--- src/rtl/trx_seq_pkg.sv ---
// Shared types for the transceive loop sequencer.
// Assumes: phase encoding is visible at the top ports and must stay fixed.
package trx_seq_pkg;
    typedef enum logic [1:0] {
        PH_IDLE = 2'd0,
        PH_WAIT = 2'd1,
        PH_TX   = 2'd2,
        PH_RX   = 2'd3
    } phase_t;
endpackage

--- src/rtl/trx_cmd_decode.sv ---
// Decodes a command-port write into "start/restart loop" or "go idle".
// Assumes: every write of a code other than the transceive code ends the loop.
module trx_cmd_decode #(
    parameter int unsigned         CMD_W    = 4,
    parameter logic [CMD_W-1:0]    XCV_CODE = 4'hC
) (
    input  logic             cmd_we,
    input  logic [CMD_W-1:0] cmd_code,
    output logic             go_xcv,
    output logic             go_idle
);
    // Split a write into its two possible outcomes.
    always_comb begin
        go_xcv  = cmd_we && (cmd_code == XCV_CODE);
        go_idle = cmd_we && (cmd_code != XCV_CODE);
    end
endmodule

--- src/rtl/trx_send_arm.sv ---
// Start-send bit: set by software, cleared when a transmission is launched.
// Assumes: a set in the same cycle as a launch wins, so that write is kept.
module trx_send_arm (
    input  logic clk,
    input  logic rst_n,
    input  logic set_req,
    input  logic fire,
    output logic pending
);
    // Hold the arm bit between the software write and the launch.
    always_ff @(posedge clk) begin
        if (!rst_n)       pending <= 1'b0;
        else if (set_req) pending <= 1'b1;
        else if (fire)    pending <= 1'b0;
    end
endmodule

--- src/rtl/trx_phase_fsm.sv ---
// Phase state machine of the transmit/receive loop, with the start strobe
// and the completion events.
// Assumes: command writes have priority over every strobe in the same cycle.
module trx_phase_fsm
    import trx_seq_pkg::*;
(
    input  logic   clk,
    input  logic   rst_n,
    input  logic   go_xcv,
    input  logic   go_idle,
    input  logic   initiator,
    input  logic   pending,
    input  logic   rx_multi,
    input  logic   tx_done,
    input  logic   rx_frame,
    output phase_t phase_q,
    output logic   fire,
    output logic   tx_start,
    output logic   ev_tx,
    output logic   ev_rx
);
    phase_t phase_d;
    logic   cmd_hit;
    phase_t init_phase;

    // Launch permission and the loop's entry phase.
    always_comb begin
        cmd_hit    = go_xcv || go_idle;
        fire       = !cmd_hit && (phase_q == PH_WAIT) && pending;
        init_phase = initiator ? PH_WAIT : PH_RX;
    end

    // Next-phase selection.
    always_comb begin
        phase_d = phase_q;
        if (go_idle)     phase_d = PH_IDLE;
        else if (go_xcv) phase_d = init_phase;
        else begin
            unique case (phase_q)
                PH_IDLE: phase_d = PH_IDLE;
                PH_WAIT: if (fire) phase_d = PH_TX;
                PH_TX:   if (tx_done) phase_d = PH_RX;
                PH_RX:   if (rx_frame && !rx_multi) phase_d = PH_WAIT;
                default: phase_d = PH_IDLE;
            endcase
        end
    end

    // Phase register, start strobe and event pulses.
    always_ff @(posedge clk) begin
        if (!rst_n) begin
            phase_q  <= PH_IDLE;
            tx_start <= 1'b0;
            ev_tx    <= 1'b0;
            ev_rx    <= 1'b0;
        end else begin
            phase_q  <= phase_d;
            tx_start <= fire;
            ev_tx    <= !cmd_hit && (phase_q == PH_TX) && tx_done;
            ev_rx    <= !cmd_hit && (phase_q == PH_RX) && rx_frame;
        end
    end
endmodule

--- src/rtl/trx_seq_top.sv ---
// Half-duplex transceive loop sequencer: top level.
// Assumes: transmitter and receiver respond with single-cycle done strobes.
module trx_seq_top
    import trx_seq_pkg::*;
#(
    parameter int unsigned      CMD_W    = 4,
    parameter logic [CMD_W-1:0] XCV_CODE = 4'hC
) (
    input  logic             clk,
    input  logic             rst_n,
    input  logic             cmd_we,
    input  logic [CMD_W-1:0] cmd_code,
    input  logic             initiator,
    input  logic             send_set,
    input  logic             rx_multi,
    input  logic             tx_done,
    input  logic             rx_frame,
    output logic             tx_start,
    output logic             rx_en,
    output logic [1:0]       phase,
    output logic             start_pending,
    output logic             ev_tx_done,
    output logic             ev_rx_frame
);
    logic   go_xcv;
    logic   go_idle;
    logic   fire;
    phase_t phase_q;

    trx_cmd_decode #(.CMD_W(CMD_W), .XCV_CODE(XCV_CODE)) u_dec (
        .cmd_we   (cmd_we),
        .cmd_code (cmd_code),
        .go_xcv   (go_xcv),
        .go_idle  (go_idle)
    );

    trx_send_arm u_arm (
        .clk     (clk),
        .rst_n   (rst_n),
        .set_req (send_set),
        .fire    (fire),
        .pending (start_pending)
    );

    trx_phase_fsm u_fsm (
        .clk       (clk),
        .rst_n     (rst_n),
        .go_xcv    (go_xcv),
        .go_idle   (go_idle),
        .initiator (initiator),
        .pending   (start_pending),
        .rx_multi  (rx_multi),
        .tx_done   (tx_done),
        .rx_frame  (rx_frame),
        .phase_q   (phase_q),
        .fire      (fire),
        .tx_start  (tx_start),
        .ev_tx     (ev_tx_done),
        .ev_rx     (ev_rx_frame)
    );

    // Drive the status outputs from the phase register.
    always_comb begin
        phase = phase_q;
        rx_en = (phase_q == PH_RX);
    end
endmodule

--- config.mk ---
export PLATFORM = sky130hd
export DESIGN_NAME = trx_seq_top
export DESIGN_NICKNAME = d
export VERILOG_FILES = /design/src/rtl/trx_seq_pkg.sv /design/src/rtl/trx_cmd_decode.sv /design/src/rtl/trx_send_arm.sv /design/src/rtl/trx_phase_fsm.sv /design/src/rtl/trx_seq_top.sv
export SDC_FILE = /design/constraint.sdc
export NUM_CORES = 1
export LEC_CHECK = 0
export ABC_AREA = 1
export BUFFER_PORTS_ARGS = -buffer_cell sky130_fd_sc_hd__clkbuf_2
export CORE_AREA = 2 2 39 41
export CTS_CLUSTER_SIZE = 16
export DETAILED_ROUTE_END_ITERATION = 8
export DIE_AREA = 0 0 41 43
export GPL_TIMING_DRIVEN = 0
export SLEW_MARGIN = 20
export SYNTH_ARGS = -nofsm -noshare
export SYNTH_HDL_FRONTEND = slang
export SYNTH_HIERARCHICAL = 1
export SYNTH_SLANG_ARGS = --single-unit
--- constraint.sdc ---
create_clock -name clk -period 2.8 [get_ports clk]
set_input_delay 0.28 -clock clk [delete_from_list [all_inputs] [get_ports clk]]
set_output_delay 0.28 -clock clk [all_outputs]
set_load 0.01 [all_outputs]
==> impl_metrics.toml, run 1 <==
[run_status]
status = "completed"

[floorplanning]
die_h_um = 43
core.rowCount = 14
dieArea_mm2 = 0.00176
initial_utilization = 0.296
fp.dieW_um = 41
io_pins = 19
coreArea_mm2 = 0.00138

[worst_setup_path]
cp_max_fo = 5
cp_data_required_time_ns = 2.98
crit_type = "reg2reg"
critPathMaxStageDelay_ns = 0.40
crit_path_end_kind = "register"
crit_path_start_kind = "register"
arrival_ns = 1.46
path_buf_inv = 2
worst_path_max_delay_cell = "dfxtp_1"
path_cells = "inv_1 > ha_1 > inv_1 > nor2_1 > a21oi_4 > nand2_2 > nand3_2 > nand2_2 > nor2_2"
crit_family = "flip-flops"

[sta]
tns_ns = 0
worst_slew_pin_slew_ns = 0.227
min_period_over_period = 0.456
period_minus_slack_ns = 1.28
clock_skew_ns = 0.000290
clock.fmax_mhz = 784
layout_setup_ws_ns = 1.52
drv_slew = 0
rsz0062_at_grt = "false"
hold_slack_ns = 0.262
setup_viol = 0
finalHoldViolations = 0
relSlewSlack = 0.849

[placed_design]
place.gp.congestion = 0.730
io_buffers = 18
dpl.hpwl_um = 624
placed_area_um2 = 519
place_ws_ns = 1.50

[cells_and_area]
diodes = 0
fin_area_um2 = 542
drive_gt1_frac = 0.423
area_growth_pct = 32.4
utilization = 0.392
nets = 95

[clock_tree]
clock_latency_ns = 0.24
root_buffer = "clkbuf_4"
postCtsSetupRepairBufs = 0
htree_levels = 1
cts_tree = "done"
numCtsBuffers = 3
cts.sinks = 6
ctsHoldBuffers = 0
clk_path_buf_depth = 2
cts.clk_slew.worst_paths_ns = 0.04
cts_resized = 0

[global_routing]
grt_start_max_net_pins = 7
grt_util_met1 = 0.0997
grt_use_met3 = 0.0785
grt_pass1_vias = 298
grt_util_met2 = 0.141
overflow = 0
grtUsageTotal = 0.0974
grt-busiest-layer = "met2"
antenna_found_initial = 0
grt_pass1_wl_um = 1090

[synth]
synth_top_family_by_area = "simple AND/OR/NAND/NOR gates"
yosysUniqueCellTypes = 16
ys_warn_count = 6
synth_simple_gate_area_frac = 0.346
synth_compound_area_frac = 0.0734
synth_adder_area_share = 0.0917
synth_mux_area_frac = 0.0245
netlist_instances = 57
synth_xor_area_frac = 0
synth_seq_cells = 6
synth_nets = 72
syn_area_um2 = 409
synth-seq-area-share = 0.294
synth_area_per_cell_um2 = 7.18

[worst_hold_path]
hold_class = "in2reg"

[detailed_routing]
routed_wl_um = 717
drc = 0
dr.pass1.iters = 2
antenna_left = 0
drt_iter0_markers = 2
wl_per_cell_um = 7.63
avgViaCountPerCell = 4.13
vias = 388

[power_and_ir_drop]
vdd_drop_max_mv = 0.241
leakage_nw = 0.304
p_per_area_mw_per_mm2 = 357

[job]
drv_cap = 0
## Yosys cell counts, drive strengths merged
cell	instances	area share
nand2	15	0.16
inv	13	0.12
nor2	10	0.12
dfxtp	6	0.29
a21oi	3	0.073
ha	3	0.092
nand3	2	0.037
nand4	2	0.031
bufinv	1	0.043
clkinv	1	0.0092
mux2i	1	0.024
## layout make-up
cell class / instances / area, µm²
tap: 16 / 20.0
multi-input combinational: 36 / 219
sequential: 6 / 120
clock buffer: 3 / 22.5
inverter: 15 / 70.1
timing repair buffer: 18 / 90.1
fill: 141 / 842
## sequential cells by signal, indices dropped and copies added (netlist names)
register / cells
u_fsm/phase_q: 2
u_fsm/ev_rx: 1
u_arm/pending: 1
u_fsm/tx_start: 1
u_fsm/ev_tx: 1
## through the flow
step                power (W)  instances
CTS                  0.000198         94
finish               0.000193         94
global placement     0.000117         91
detailed placement   0.000117         91
global route         0.000207         94
floorplan            0.000105         57
## layout by cell type, fill, tap and decap left out, drive strengths merged
cell type	count
clkbuf	21
nand2	15
inv	13
nor2	10
dfxtp	6
ha	3
a21oi	3
nand4	2
nand3	2
bufinv	1
clkinv	1
mux2i	1
## report_power, final
part | internal [W] | total [W] | switching (W)
combinational | 0.0000128 | 0.0000269 | 0.0000141
sequential | 0.0000874 | 0.0000888 | 0.00000141
clock | 0.0000483 | 0.0000775 | 0.0000292
total | 0.000148 | 0.000193 | 0.0000447
## cell families after synthesis
family | count (synthesis)
buffers and inverters | 15
AOI/OAI and AO/OA | 3
DFF | 6
and+or+nand+nor | 29
adders and majority gates | 3
muxes | 1
## per-layer routing
metal,up-vias,part of all wire
met4,0,0
met1,160,0.43
met5,-,0
met3,0,0.074
met2,13,0.49
li1,215,-
## worst register-to-register path, stage by stage, from the launching register on
cell	delay, ns
dfxtp_1	0.40
inv_1	0.10
ha_1	0.24
inv_1	0.06
nor2_1	0.05
a21oi_4	0.12
nand2_2	0.08
nand3_2	0.07
nand2_2	0.05
nor2_2	0.06
## worst paths after layout
check / start / endpoint / slack, ns / depth (start not counted)
max: u_fsm/phase_q[0] / u_fsm/phase_q[0] / 1.52 / 9
min: rx_frame / u_fsm/ev_rx / 0.26 / 3
max reg2reg: u_fsm/phase_q[0] / u_fsm/phase_q[0] / 1.52 / 9
min reg2reg: u_arm/pending / u_arm/pending / 0.49 / 2
(Power assumes the default switching activity.)
==> run 2: changes to the inputs <==
clock period = 1.2 ns   (was 2.8 ns; I/O delays follow)
==> run 2 against run 1 <==
  * Sequential cell count stayed put
  * First-iteration DRC count is 50% higher
  * Largest power group unchanged
  * Sequential power is 130% higher
  * Sequential share of layout area is 0.51 points lower
  * Count of clock-buffer cells in the layout stayed put
  * Highest routed layer unchanged
  * Power is 130% higher
  * Clock power is 130% higher
  * Design area is 8.8% higher
  * Register-to-register slack worse by 1.5 ns
  * Utilization is 3.4 points higher
  * Non-clock buffer count is 1 higher
  * Combinational power is 150% higher
==> impl_metrics.toml, run 2 (synthesis gave the netlist of run 1 again) <==
[worst_setup_path]
path_buf_inv = 2
crit_type = "reg2reg"
worst_path_max_delay_cell = "dfxtp_4"
path_cells = "inv_4 > ha_4 > nand2_2 > inv_2 > nand2_2 > nand2_2 > nand2_2 > nand2_1 > nand3_1 > nand2_1"
startpoint = "u_fsm/phase_q[1]"
crit_top_cell = "nand2_2"
crit_path_end_kind = "register"
crit_family = "simple AND/OR/NAND/NOR gates"
cp_data_required_time_ns = 1.33
regToRegSetupSlack_ns = 0.03
reg2reg_from = "u_fsm/phase_q[1]"
cp_max_fo = 6
arrival_ns = 1.30
crit_path_start_kind = "register"
critPathMaxStageDelay_ns = 0.39

[clock_tree]
cts.sinks = 6
root_buffer = "clkbuf_4"
cts_tree = "done"
cts.clk_slew.worst_paths_ns = 0.04
ctsHoldBuffers = 0
numCtsBuffers = 3
htree_levels = 1
clock_latency_ns = 0.24
clk_path_buf_depth = 2

[global_routing]
grtUsageTotal = 0.0853
grt_pass1_wl_um = 966
grt_start_max_net_pins = 7
grt_pass1_vias = 278
antenna_found_initial = 0
overflow = 0

[cells_and_area]
largest_reg_flops = 2
final_common_cell = "clkbuf_2"
diodes = 0
fin_area_um2 = 589
utilization = 0.426
max_flop_register = "u_fsm/phase_q"
nets = 96
drive_gt1_frac = 0.544
area_growth_pct = 44.0
mostFrequentLayoutCells = "clkbuf_2, nand2_1, inv_1"

[power_and_ir_drop]
p_per_area_mw_per_mm2 = 770
vdd_drop_max_mv = 0.481
power.total_w = 0.000454
leakage_nw = 0.312

[floorplanning]
initial_utilization = 0.296
coreArea_mm2 = 0.00138
dieArea_mm2 = 0.00176
die_h_um = 43
fp.dieW_um = 41
core.rowCount = 14
io_pins = 19

[placed_design]
io_buffers = 18
placed_area_um2 = 522
place.gp.congestion = 0.736
dpl.hpwl_um = 605
place_ws_ns = -0.0312

[worst_hold_path]
hold_class = "in2reg"
hold_start = "rx_frame"

[sta]
drv_slew = 0
min_period_over_period = 0.975
rsz0062_at_grt = "true"
worst_slew_pin_slew_ns = 0.213
relSlewSlack = 0.858
period_minus_slack_ns = 1.17
layout_setup_ws_ns = 0.0300
setup_viol = 0
tns_ns = 0
clock_skew_ns = 0.00167
clock.fmax_mhz = 855
finalHoldViolations = 0

[run_status]
status = "completed"

[detailed_routing]
avgViaCountPerCell = 4.05
wl_per_cell_um = 7.92
dr.pass1.iters = 4
antenna_left = 0
routed_wl_um = 752
vias = 385
drc = 0
drt_iter0_markers = 3

[job]
drv_cap = 0
[run 2: cell types whose count changed in the layout (fill, tap and decap cells not counted), sizes merged]
cell  before  now
buf        0    1
[run 2: worst paths after layout]
check | endpoint | cells past startpoint
min reg2reg | u_arm/pending | 2
min | u_fsm/ev_rx | 3
max reg2reg | u_fsm/phase_q[1] | 10
max | u_fsm/phase_q[1] | 10
[run 2: worst reg2reg max path: stages (launching register included)]
cell	delay, ns
dfxtp_4	0.39
inv_4	0.05
ha_4	0.15
nand2_2	0.05
inv_2	0.03
nand2_2	0.07
nand2_2	0.07
nand2_2	0.08
nand2_1	0.06
nand3_1	0.06
nand2_1	0.05
[run 2: area by class of cell]
cell class	instances	area (µm²)
fill	143	795
multi-input combinational	36	249
sequential	6	128
timing repair buffer	19	97.6
inverter	15	72.6
clock buffer	3	22.5
tap	16	20.0
[run 2: timing repair]
| item | in CTS | in global routing |
|---|---|---|
| pin swaps | 0 | 7 |
| buffers inserted | 0 | 1 |
| gates resized for setup | 4 | 8 |
| setup endpoints to repair | 2 | 2 |
[run 2: power breakdown]
group / leakage (nW) / total (W) / switching (W) / internal, W
logic: 0.247 / 0.0000663 / 0.0000343 / 0.0000320
registers: 0.0503 / 0.000205 / 0.00000469 / 0.000200
clock network: 0.0138 / 0.000182 / 0.0000696 / 0.000113
[run 2: per-stage QoR]
stage,hold slack (ns),instances
3_3_place_gp,0.349,91
2_1_floorplan,0.239,57
5_1_grt,0.102,95
3_5_place_dp,0.349,91
6_report,0.0983,95
4_1_cts,0.0939,94
[run 2: layer usage]
layer	up-vias	routed length, µm	global-route usage	part of all wire
li1	212	-	-	-
met1	159	330	0.0929	0.44
met2	14	355	0.119	0.47
met3	0	66	0.0785	0.088
met4	0	0	0.0200	0
met5	-	0	0	0
